## src/rtl/seqmul_pkg.sv

```systemverilog
package seqmul_pkg;
    localparam int unsigned WORD_W_DEF  = 32;
    localparam int unsigned NARROW_W_DEF = 12;

    typedef enum logic [1:0] {
        ST_IDLE = 2'd0,
        ST_RUN  = 2'd1,
        ST_FIX  = 2'd2
    } seqmul_state_e;
endpackage

```

## src/rtl/seqmul_pathsel.sv

```systemverilog
// Chooses the narrow path when no operand bit at or above NARROW_W is set.
module seqmul_pathsel #(
    parameter int unsigned W        = 32,
    parameter int unsigned NARROW_W = 12
) (
    input  logic [W-1:0] a,
    input  logic [W-1:0] b,
    output logic         narrow
);
    logic [W-1:0] either;
    always_comb begin
        either = a | b;
        narrow = ((either >> NARROW_W) == '0);
    end
endmodule

```

## src/rtl/seqmul_step.sv

```systemverilog
// One multiply step: conditional add of the addend to the shifted partial
// product, with the true sign of the previous sum shifted in at the top.
module seqmul_step #(
    parameter int unsigned W = 32
) (
    input  logic [W-1:0] part_q,
    input  logic [W-1:0] shreg_q,
    input  logic [W-1:0] addend,
    input  logic         sgn_q,
    output logic [W-1:0] part_d,
    output logic [W-1:0] shreg_d,
    output logic         sgn_d
);
    logic [W-1:0] opnd;
    logic [W-1:0] addv;
    logic         ovf;
    always_comb begin
        opnd    = {sgn_q, part_q[W-1:1]};
        addv    = shreg_q[0] ? addend : '0;
        part_d  = opnd + addv;
        ovf     = (opnd[W-1] == addv[W-1]) && (part_d[W-1] != opnd[W-1]);
        sgn_d   = part_d[W-1] ^ ovf;
        shreg_d = {part_q[0], shreg_q[W-1:1]};
    end
endmodule

```

## src/rtl/seqmul_finish.sv

```systemverilog
// Final cycle: unsigned correction for the wide path, realignment for the
// narrow path, and the high-word-zero flag.
module seqmul_finish #(
    parameter int unsigned W        = 32,
    parameter int unsigned NARROW_W = 12
) (
    input  logic         narrow,
    input  logic [W-1:0] part_q,
    input  logic [W-1:0] shreg_q,
    input  logic [W-1:0] mcand_q,
    input  logic [W-1:0] mplier_q,
    output logic [W-1:0] hi,
    output logic [W-1:0] lo,
    output logic         hz
);
    localparam int unsigned LO_SHIFT = W - NARROW_W;
    always_comb begin
        if (narrow) begin
            hi = '0;
            lo = (part_q << NARROW_W) | (shreg_q >> LO_SHIFT);
        end else begin
            hi = part_q + (mcand_q[W-1] ? mplier_q : '0);
            lo = shreg_q;
        end
        hz = (hi == '0);
    end
endmodule

```

## src/rtl/seqmul_u32.sv

```systemverilog
module seqmul_u32
    import seqmul_pkg::*;
#(
    parameter int unsigned W        = WORD_W_DEF,
    parameter int unsigned NARROW_W = NARROW_W_DEF
) (
    input  logic         clk,
    input  logic         rst_n,
    input  logic         start,
    input  logic [W-1:0] op_a,
    input  logic [W-1:0] op_b,
    output logic         busy,
    output logic         done,
    output logic [W-1:0] prod_hi,
    output logic [W-1:0] prod_lo,
    output logic         hi_zero
);
    localparam int unsigned CW = $clog2(W + 1);

    typedef struct packed {
        seqmul_state_e st;
        logic [W-1:0]  part;
        logic [W-1:0]  shreg;
        logic [W-1:0]  mcand;
        logic [W-1:0]  mplier;
        logic          sgn;
        logic          narrow;
        logic [CW-1:0] left;
        logic [W-1:0]  hi;
        logic [W-1:0]  lo;
        logic          hz;
        logic          done;
    } seqmul_regs_t;

    seqmul_regs_t r_q, r_d;

    logic          narrow_sel;
    logic [W-1:0]  step_addend;
    logic [W-1:0]  step_part_d;
    logic [W-1:0]  step_shreg_d;
    logic          step_sgn_d;
    logic [W-1:0]  fin_hi;
    logic [W-1:0]  fin_lo;
    logic          fin_hz;

    seqmul_pathsel #(.W(W), .NARROW_W(NARROW_W)) u_sel (
        .a      (op_a),
        .b      (op_b),
        .narrow (narrow_sel)
    );

    assign step_addend = (r_q.left != '0) ? r_q.mcand : '0;

    seqmul_step #(.W(W)) u_step (
        .part_q  (r_q.part),
        .shreg_q (r_q.shreg),
        .addend  (step_addend),
        .sgn_q   (r_q.sgn),
        .part_d  (step_part_d),
        .shreg_d (step_shreg_d),
        .sgn_d   (step_sgn_d)
    );

    seqmul_finish #(.W(W), .NARROW_W(NARROW_W)) u_fin (
        .narrow   (r_q.narrow),
        .part_q   (r_q.part),
        .shreg_q  (r_q.shreg),
        .mcand_q  (r_q.mcand),
        .mplier_q (r_q.mplier),
        .hi       (fin_hi),
        .lo       (fin_lo),
        .hz       (fin_hz)
    );

    always_comb begin
        r_d      = r_q;
        r_d.done = 1'b0;
        unique case (r_q.st)
            ST_IDLE: begin
                if (start) begin
                    r_d.st     = ST_RUN;
                    r_d.part   = '0;
                    r_d.sgn    = 1'b0;
                    r_d.shreg  = op_a;
                    r_d.mplier = op_a;
                    r_d.mcand  = op_b;
                    r_d.narrow = narrow_sel;
                    r_d.left   = narrow_sel ? CW'(NARROW_W) : CW'(W);
                end
            end
            ST_RUN: begin
                r_d.part  = step_part_d;
                r_d.shreg = step_shreg_d;
                r_d.sgn   = step_sgn_d;
                if (r_q.left != '0) begin
                    r_d.left = r_q.left - CW'(1);
                end else begin
                    r_d.st = ST_FIX;
                end
            end
            ST_FIX: begin
                r_d.hi   = fin_hi;
                r_d.lo   = fin_lo;
                r_d.hz   = fin_hz;
                r_d.done = 1'b1;
                r_d.st   = ST_IDLE;
            end
            default: r_d.st = ST_IDLE;
        endcase
    end

    always_ff @(posedge clk or negedge rst_n) begin
        if (!rst_n) begin
            r_q        <= '0;
            r_q.st     <= ST_IDLE;
            r_q.hz     <= 1'b1;
        end else begin
            r_q <= r_d;
        end
    end

    assign busy    = (r_q.st != ST_IDLE);
    assign done    = r_q.done;
    assign prod_hi = r_q.hi;
    assign prod_lo = r_q.lo;
    assign hi_zero = r_q.hz;
endmodule

```

## config.mk

```make
export PLATFORM = sky130hd
export DESIGN_NAME = seqmul_u32
export DESIGN_NICKNAME = d
export VERILOG_FILES = /design/src/rtl/seqmul_pkg.sv /design/src/rtl/seqmul_pathsel.sv /design/src/rtl/seqmul_step.sv /design/src/rtl/seqmul_finish.sv /design/src/rtl/seqmul_u32.sv
export SDC_FILE = /design/constraint.sdc
export NUM_CORES = 1
export LEC_CHECK = 0
export ABC_AREA = 1
export BUFFER_PORTS_ARGS = -buffer_cell sky130_fd_sc_hd__buf_4
export CORE_MARGIN = 2
export CORE_UTILIZATION = 45
export DETAILED_ROUTE_END_ITERATION = 16
export GPL_TIMING_DRIVEN = 0
export PLACE_DENSITY = 0.6
export SLEW_MARGIN = 30
export SYNTH_ARGS = -nofsm -noshare
export SYNTH_HDL_FRONTEND = slang
export SYNTH_HIERARCHICAL = 1
export SYNTH_SLANG_ARGS = --single-unit
```

## constraint.sdc

```tcl
create_clock -name clk -period 3.1 [get_ports clk]
set_input_delay 0.31 -clock clk [delete_from_list [all_inputs] [get_ports clk]]
set_output_delay 0.31 -clock clk [all_outputs]
set_load 0.02 [all_outputs]
```

==> impl_metrics.toml, run 1 <==
[outcome]
status = "finished, final reports clean"

[logic_synthesis]
ys_seq_area_share_pct = 34.1
yosys_warnings = 6
ys_ff_latch = 204
synth.avg_cell_area_sq_um = 6.41
postSynth.asyncResetShare_pct = 100
synth-edff-count = 0
syn-num-nets = 2468
synth_cell_types = 33
synth_top_flop_cell = "dfrtp_1"
netlist_area_sq_um = 15000
syn_inst = 2335

[timing]
fin_crit_sh_pct = 95.2
holdWs_ns = 0.0164
setup_violations = 0
hold_violations = 0
finalClockSkew_ns = 0.0221
worstMarginPinSlew_ns = 0.704
slew_violations = 0
fmax_mhz = 339
rsz0062_at_grt = "true"
layout_min_cycle_time_ns = 2.95
relSlewSlack_pct = 52.9

[job]
drv_cap = 0

[route]
wl_mm = 47.6
dr.pass1.iters = 8
drtAntennaViolNets = 0
viasPerCell = 4.83
detail_route.iter0.violations = 905
num_vias = 14522
drcViolationCount = 0
wire_per_inst_um = 15.8

[setup_path]
cp-start-kind = "register"
crit_arrival_ns = 3.43
cp_max_fo = 10
critPathKind = "register to register"
cpMostUsedCell = "nand2_1"
cp_slowest_cell = "dfrtp_2"
critical_path.cell_chain = "clkbuf_2 -> nand2_1 -> inv_1 -> ha_1 -> nand2_2 -> nor2_1 -> nand3_1 -> nand3_1 -> nand2_1 -> nand3_1 -> nand2_1 -> nor2_1 -> nand2_1 -> nor2_2 -> nand3_1 -> nor2_1 -> nand2_1 -> nand2_1"
critical_path_required_ns = 3.58
endpoint_kind = "register"
regToRegSetupSlack_ns = 0.15
crit_path_max_incr_delay_ns = 0.47

[clock_network]
cts_tree = "yes"
clkSlewWorstSetupHoldPaths_ns = 0.06
root_buffer = "clkbuf_16"
htreeDepth = 1
worstSkewPairLatency_ns = 0.55
cts.sinks = 204
cts_buffer_depth = 3
numCtsBuffers = 25

[global_route]
overflow = 0
grt_pass1_vias = 13800
antenna_found_initial = 0
grt_usage_pct = 27.1
grt_max_degree = 86
grt_pass1_wl_mm = 74.3

[cells_and_area]
fin_util_pct = 55.9
fin_cells = 3009
drive_gt1_share_pct = 18.0
n_fill_cell = 3338
final_common_cell = "nand2_1"
final_cell_mix = "nand2_1 (1086), inv_1 (339), buf_4 (244)"
antenna_cells = 0
layout.nets = 2681
syn_to_final_growth_pct = 21.7

[power_and_ir_drop]
vdd_drop_max_v = 0.000402
power_density_nw_per_um2 = 323
p_leak_nw = 11.6
power_mw = 5.89

[placed_design]
io_buffers = 133
gp_congestion = 0.945
dp.cells = 2912
hpwl_mm = 37.9

[floorplan]
num_rows = 66
io_pins = 134
die_h_um = 186
fp.dieW_um = 186
die_area_sq_um = 34800
core-area_sq_um = 32600
start_util_pct = 45.9

[worst_hold_path]
hp-class = "primary input to register"
-- layout make-up --
cell class	instances	area, sq um	share of cell area [%]
Tap cell	442	553	3.03
Sequential cell	204	5110	28.0
Clock inverter	8	83.8	0.460
Inverter	361	1360	7.43
Clock buffer	38	785	4.30
Buffer	157	1050	5.78
Multi-Input combinational cell	1613	7740	42.5
Timing Repair Buffer	186	1550	8.50
-- per-layer routing --
| layer | wire length [um] | track usage [%] | vias up |
|---|---|---|---|
| met1 | 21600 | 35.9 | 6739 |
| met3 | 1850 | 2.93 | 70 |
| met4 | 1250 | 7.78 | 0 |
| li1 | - | - | 7373 |
| met5 | 0 | 0 | - |
| met2 | 22900 | 46.8 | 340 |
-- registers in the layout, summed over array words and instances, names as in the netlist --
signal   flops
prod_hi     32
r_q        138
prod_lo     32
hi_zero      1
done         1
-- power breakdown --
| group | internal, mW | switching (mW) | leakage (nW) |
|---|---|---|---|
| logic | 0.0992 | 0.0970 | 8.34 |
| clock network | 1.83 | 1.20 | 0.426 |
| registers | 2.66 | 0 | 2.83 |
| total | 4.59 | 1.30 | 11.6 |
-- logic make-up after synthesis --
kind of cell / share of synthesized area (%)
and+or+nand+nor: 39.0
xor gates and xnor gates: 0.936
AOI/OAI and AO/OA: 4.49
DFF: 34.1
buffers and inverters: 15.9
adders and majority gates: 5.61
-- critical path: cells and delay by family (launching register included) --
family	cells	cell delay (ns)
buf+inv	2	0.28
flops	1	0.47
fa+ha+maj	1	0.42
simple gates	15	1.69
-- path summary, 6_finish.rpt --
path | start | end | cells past startpoint
hold reg to reg | hi_zero | hi_zero | 2
setup / recovery | r_q[137] | hi_zero | 18
min in group asynchronous | rst_n | r_q[117] | 2
max in group asynchronous | rst_n | r_q[79] | 4
setup reg to reg | r_q[137] | hi_zero | 18
hold / removal | op_a[9] | r_q[83] | 3
-- what timing repair did --
item,4_1_cts,5_1_grt
pin swaps,0,4
endpoints found under the setup margin,28,25
hold endpoints to repair,96,0
gates cloned,0,0
hold buffers,42,0
buffers inserted,5,4
resized for setup,8,66
-- synthesized netlist by cell type, types with 22 or more instances --
cell type	n	area (sq um)
a21oi_1	40	200
a22o_1	33	289
buf_2	22	110
buf_4	103	773
clkbuf_1	25	93.8
dfrtp_1	203	5080
ha_1	64	801
inv_1	343	1290
nand2_1	1095	4110
nand2_2	34	213
nand3_1	116	581
nor2_1	124	465
-- per-stage QoR --
stage	instance area, sq um	TNS (ns)	setup slack [ns]
global route	18200	-0.0400	-0.0216
finish	18200	0	0.149
global placement	16500	-4.88	-0.410
CTS	17900	0	0.00504
detailed placement	16600	-5.68	-0.416
floorplan	15000	0	0.394
No activity file was read; power rests on OpenSTA's default activity.
==> run 2: changes to the inputs <==
--- a/config.mk
+++ b/config.mk
@@ -6,12 +6,13 @@
 export NUM_CORES = 1
 export LEC_CHECK = 0
 export ABC_AREA = 1
-export BUFFER_PORTS_ARGS = -buffer_cell sky130_fd_sc_hd__buf_4
 export CORE_MARGIN = 2
 export CORE_UTILIZATION = 45
 export DETAILED_ROUTE_END_ITERATION = 16
+export DONT_BUFFER_PORTS = 1
 export GPL_TIMING_DRIVEN = 0
-export PLACE_DENSITY = 0.6
+export PLACE_DENSITY = 0.57
+export REMOVE_ABC_BUFFERS = 1
 export SLEW_MARGIN = 30
 export SYNTH_ARGS = -nofsm -noshare
 export SYNTH_HDL_FRONTEND = slang
==> constraint.sdc (replaced) <==
create_clock -name clk -period 3.7 [get_ports clk]
set_input_delay 0.37 -clock clk [delete_from_list [all_inputs] [get_ports clk]]
set_output_delay 0.37 -clock clk [all_outputs]
set_load 0.02 [all_outputs]
==> impl_metrics.toml, run 2 (synthesis gave the netlist of run 1 again) <==
[clock_network]
cts_buffer_depth = 3
post_cts_buffers = 0
numCtsBuffers = 25
clkSlewWorstSetupHoldPaths_ns = 0.05
cts.sinks = 204
cts_tree = "yes"
root_buffer = "clkbuf_16"
cts_hold_buf = 45
htreeDepth = 1
worstSkewPairLatency_ns = 0.54

[timing]
fin_crit_sh_pct = 90.9
layout_min_cycle_time_ns = 3.36
setup_violations = 0
relSlewSlack_pct = 44.2
hold_violations = 204
rsz0062_at_grt = "false"
tns_ns = 0
worstMarginPinSlew_ns = 0.837
slew_violations = 0
setup_slack_ns = 0.337
finalClockSkew_ns = 0.0145
holdWs_ns = -0.455
fmax_mhz = 297

[route]
viasPerCell = 4.91
wl_mm = 42.6
wire_per_inst_um = 15.7
dr.pass1.iters = 5
drtAntennaViolNets = 0
drcViolationCount = 0
detail_route.iter0.violations = 897
num_vias = 13317

[floorplan]
core-area_sq_um = 32600
num_rows = 66
io_pins = 134
die_h_um = 186
start_util_pct = 45.9
die_area_sq_um = 34800
fp.dieW_um = 186

[cells_and_area]
largest_reg_flops = 138
stdcell_area_sq_um = 15900
layout.nets = 2387
fin_cells = 2712
n_fill_cell = 3473
antenna_cells = 0
drive_gt1_share_pct = 5.99
final_cell_mix = "nand2_1 (1094), inv_1 (343), dfrtp_1 (200)"
final_common_cell = "nand2_1"
regMostFlops = "r_q"
fin_util_pct = 48.7
syn_to_final_growth_pct = 5.96

[setup_path]
cp_max_fo = 17
cpMostUsedCell = "nand2_1"
critical_path_required_ns = 4.11
critical_path.cell_chain = "nor2_1 -> nand2_4 -> nand2_1 -> inv_1 -> nand2_1 -> inv_1 -> ha_1 -> fa_1 -> nand3_1 -> nand3_2 -> nand2_1 -> nand2_2 -> nand2_1 -> nand2_2 -> nand2_1 -> nand2_1 -> nand2_1 -> nand2_1 -> a22o_1"
cp-start-kind = "register"
worstRegToRegCells = 19
critPathKind = "register to register"
endpoint_kind = "register"
cp_slowest_cell = "fa_1"
timing.rr.start = "r_q[70]"
crit-reg2reg-capture = "r_q[198]"
crit_path_max_incr_delay_ns = 0.48
crit_arrival_ns = 3.78
regToRegSetupSlack_ns = 0.34

[outcome]
status = "finished with violations"
violations = "negative hold slack"

[placed_design]
io_buffers = 0
place_area_sq_um = 14600
hpwl_mm = 31.3
place_ws_ns = 0.0741
gp_congestion = 0.907
dp.cells = 2623

[global_route]
antenna_found_initial = 0
grt_pass1_vias = 12987
grt_pass1_wl_mm = 68.7
grt_max_degree = 205
overflow = 0
grt_usage_pct = 24.6

[power_and_ir_drop]
power_density_nw_per_um2 = 295
vdd_drop_max_v = 0.000294
p_leak_nw = 10.2
power_mw = 4.67

[worst_hold_path]
hp-class = "primary input to async pin"

[job]
drv_cap = 0
[run 2: cell count changes in the layout (fill, tap and decap cells not counted), sizes merged]
cell | before | now
nand2 | 1131 | 1132
clkinvlp | 2 | 1
dlygate4sd3 | 42 | 45
buf | 276 | 3
clkbuf | 63 | 38
inv | 363 | 361
[run 2: how the worst max path moves through the flow]
stage / startpoint / endpoint / slack (ns) / depth (start not counted)
after floorplan: r_q[202] / prod_hi[0] / -0.09 / 4
after global routing: r_q[66] / r_q[198] / 0.09 / 22
after global placement: r_q[203] / prod_lo[31] / -2.18 / 5
after CTS: r_q[66] / r_q[198] / 0.03 / 22
after detailed placement: r_q[66] / r_q[198] / 0.07 / 22
final: r_q[70] / r_q[198] / 0.34 / 19
[run 2: worst max-delay path, delay by kind of cell (launching register included)]
family                   cells  cell delay, ns
AO/OA/AOI/OAI                1            0.19
adder cells (fa/ha/maj)      2            0.71
buffers and inverters        2            0.10
flip-flops                   1            0.41
AND/OR/NAND/NOR             14            1.80
[run 2: power by group]
group          total [mW]  internal, mW  switching [mW]
Combinational      0.0493        0.0351          0.0142
Sequential           2.23          2.23               0
Clock                2.39          1.42           0.969
[run 2: area by class of cell]
cell class | count | area (sq um) | area share, %
inverter | 361 | 1370 | 8.62
clock buffer | 38 | 734 | 4.63
tap | 442 | 553 | 3.48
timing repair buffer | 48 | 526 | 3.31
multi-input combinational | 1614 | 7520 | 47.4
sequential | 204 | 5110 | 32.2
clock inverter | 5 | 56.3 | 0.355
[run 2: metal layers]
layer	track usage [%]	up-vias	part of all wire, %
met4	9.17	0	3.9
met1	32.5	6176	46
li1	-	6787	-
met3	2.84	69	4.0
met2	41.6	285	47
met5	0	-	0
[run 2: repair_timing]
action                                  in CTS  in global routing
endpoints found under the setup margin       0                 12
endpoints found under the hold margin      257                204
gates resized for setup                      0                  3
==> run 3: changes to the inputs <==
--- a/config.mk
+++ b/config.mk
@@ -5,7 +5,6 @@
 export SDC_FILE = /design/constraint.sdc
 export NUM_CORES = 1
 export LEC_CHECK = 0
-export ABC_AREA = 1
 export CORE_MARGIN = 2
 export CORE_UTILIZATION = 45
 export DETAILED_ROUTE_END_ITERATION = 16
==> impl_metrics.toml, run 3 <==
[placed_design]
place_ws_ns = -1.03
gp_congestion = 0.880
io_buffers = 0
hpwl_mm = 27.0
place_area_sq_um = 13600
dp.cells = 1672

[logic_synthesis]
synth_top_area_cell = "dfrtp_1"
synth_top_flop_cell = "dfrtp_1"
netlist.area_leader.share_pct = 36.7
synthTopCellsByArea = "dfrtp_1 (37%), mux2_2 (9.8%), ha_1 (5.8%)"
synth_cell_types = 92
ys_ff_latch = 204
synth-edff-count = 0
netlist_area_sq_um = 13800
ys_top_cells_by_count = "dfrtp_1 (203), nand2_1 (173), mux2_2 (121), buf_4 (105), and2_1 (99)"
yosys_warnings = 6
postSynth.asyncResetShare_pct = 100
ys_seq_area_share_pct = 36.9
yosysMostFrequentCell = "dfrtp_1"
synth.avg_cell_area_sq_um = 9.65
syn_inst = 1434

[global_route]
grt_usage_pct = 24.6
grt_pass1_vias = 10745
grt_pass1_wl_mm = 61.4
antenna_found_initial = 4
grt_max_degree = 205
overflow = 0

[clock_network]
htreeDepth = 1
numCtsBuffers = 25
worstSkewPairLatency_ns = 0.54
clkSlewWorstSetupHoldPaths_ns = 0.06
root_buffer = "clkbuf_16"
cts_tree = "yes"
cts_hold_buf = 64
cts.sinks = 204
cts_buffer_depth = 3

[power_and_ir_drop]
switching_share_pct = 43.3
p_clk_share_pct = 16.8
switchingPower_mw = 6.69
p_leak_nw = 7.29
p_int_mw = 8.75
vdd_drop_max_v = 0.000499
power_density_nw_per_um2 = 939
p_comb_share_pct = 54.1
seqPwrFrac_pct = 29.1

[timing]
relSlewSlack_pct = 43.0
rsz0062_at_grt = "true"
worstMarginPinSlew_ns = 0.856
layout_min_cycle_time_ns = 3.90
tns_ns = -0.221
hold_violations = 203
fin_crit_sh_pct = 105
slew_violations = 0
holdWs_ns = -0.448
setup_slack_ns = -0.199
setup_violations = 4
finalClockSkew_ns = 0.0131
fmax_mhz = 256

[setup_path]
critPathKind = "register to register"
cp-start-kind = "register"
cp_max_fo = 7
critical_path_required_ns = 4.18
endpoint_kind = "register"
crit_arrival_ns = 4.38

[floorplan]
fp.dieW_um = 179
die_area_sq_um = 32200
num_rows = 64
core-area_sq_um = 30400
die_h_um = 179
io_pins = 134
start_util_pct = 45.5

[cells_and_area]
multiInputGateArea_sq_um = 8420
syn_to_final_growth_pct = 18.8
drive_gt1_share_pct = 26.8
regMostFlops = "r_q"
n_fill_cell = 2722
fin_cells = 1844
largest_reg_flops = 138
stdcell_area_sq_um = 16400
fin_util_pct = 54.0
ff_latch_area_sq_um = 5110
final_common_cell = "dfrtp_1"
final_cell_mix = "dfrtp_1 (200), nand2_1 (170), mux2_2 (120)"
layout.nets = 1557

[outcome]
status = "finished with violations"
violations = "negative hold slack, negative setup slack"

[route]
wire_per_inst_um = 21.6
wl_mm = 39.9
dr.pass1.iters = 5
num_vias = 10536
viasPerCell = 5.71
drtAntennaViolNets = 0
drcViolationCount = 0
detail_route.iter0.violations = 684

[job]
drv_cap = 0

[worst_hold_path]
hp-class = "primary input to async pin"
[run 3: changes by cell type in the layout (fill, tap and decap cells not counted), moves of 33 or more]
cell and delta:
ha_1 -40, nand2_2 -33, inv_1 -320, nand3_1 -102
mux2_1 +44, nor2_1 -58, mux2_2 +120, o21ai_0 +39
nand2_1 -924, and2_1 +88, buf_4 +44
[run 3: layer usage]
| metal | global-route usage (%) | vias to the layer above | part of all wire, % |
|---|---|---|---|
| li1 | - | 4970 | - |
| met1 | 33.1 | 5237 | 45 |
| met4 | 5.51 | 0 | 2.0 |
| met3 | 7.34 | 47 | 7.5 |
| met2 | 39.3 | 282 | 45 |
| met5 | 0 | - | 0 |
[run 3: worst paths after layout]
kind                           from       end  slack, ns  cells past startpoint
setup / recovery           r_q[137]   hi_zero      -0.20                     15
hold / removal                rst_n  r_q[200]      -0.45                      0
setup reg to reg           r_q[137]   hi_zero      -0.20                     15
hold reg to reg            r_q[121]  r_q[121]       0.48                      1
max in group asynchronous     rst_n  r_q[137]       3.40                      0
min in group clk              start   r_q[69]       0.14                      3
[run 3: final cells by class]
cell class	instances	area share, %
sequential	204	31.1
tap	396	3.01
multi-input combinational	1035	51.2
clock inverter	16	1.26
timing repair buffer	132	8.73
antenna	6	0.0913
clock buffer	29	4.02
inverter	26	0.593
[run 3: power groups by stage]
stage	Sequential, mW	Clock (mW)	Combinational (mW)
after CTS	4.47	2.64	7.61
after floorplan	4.03	0	5.16
after detailed placement	4.47	0	6.68
after global placement	4.44	0	6.46
after global routing	4.64	2.73	9.19
final	4.50	2.59	8.36
[run 3: cell families (layout without fill, tap and decap cells)]
logic type      after synthesis  in the layout  synth area share (%)
mux                         171            171                  13.9
compound gates              296            296                  15.0
buf+inv                     196            203                  8.67
xor+xnor                     50             50                  3.16
simple gates                450            451                  16.3
flops                       204            204                  36.9
fa+ha+maj                    67             67                  6.15
other cells                   0              6                     0
[run 3: worst max-delay path, cell delays in order, from the launching register on]
cell	delay, ns
dfrtp_4	0.57
and2_4	0.20
ha_4	0.16
inv_2	0.06
fa_2	0.21
nand2b_4	0.14
a21oi_4	0.07
o211ai_1	0.35
nand3b_1	0.19
a211oi_2	0.28
mux2_4	0.35
nor4_4	0.26
or4b_4	0.51
nor4_4	0.13
and4_1	0.20
mux2_2	0.14
[run 3: what timing repair did]
item / 4_1_cts / 5_1_grt
hold endpoints to repair: 300 / 204
gates cloned: 1 / 1
pin swaps: 43 / 38
setup buffers: 34 / 22
gates resized for setup: 97 / 85
endpoints found under the setup margin: 35 / 21
[run 3: through the flow]
stage          power [mW]  hold WS, ns
2_1_floorplan        9.19       0.0744
3_3_place_gp         10.9       0.0934
3_5_place_dp         11.1       0.0935
4_1_cts              14.7       -0.475
5_1_grt              16.5       -0.476
6_report             15.4       -0.448
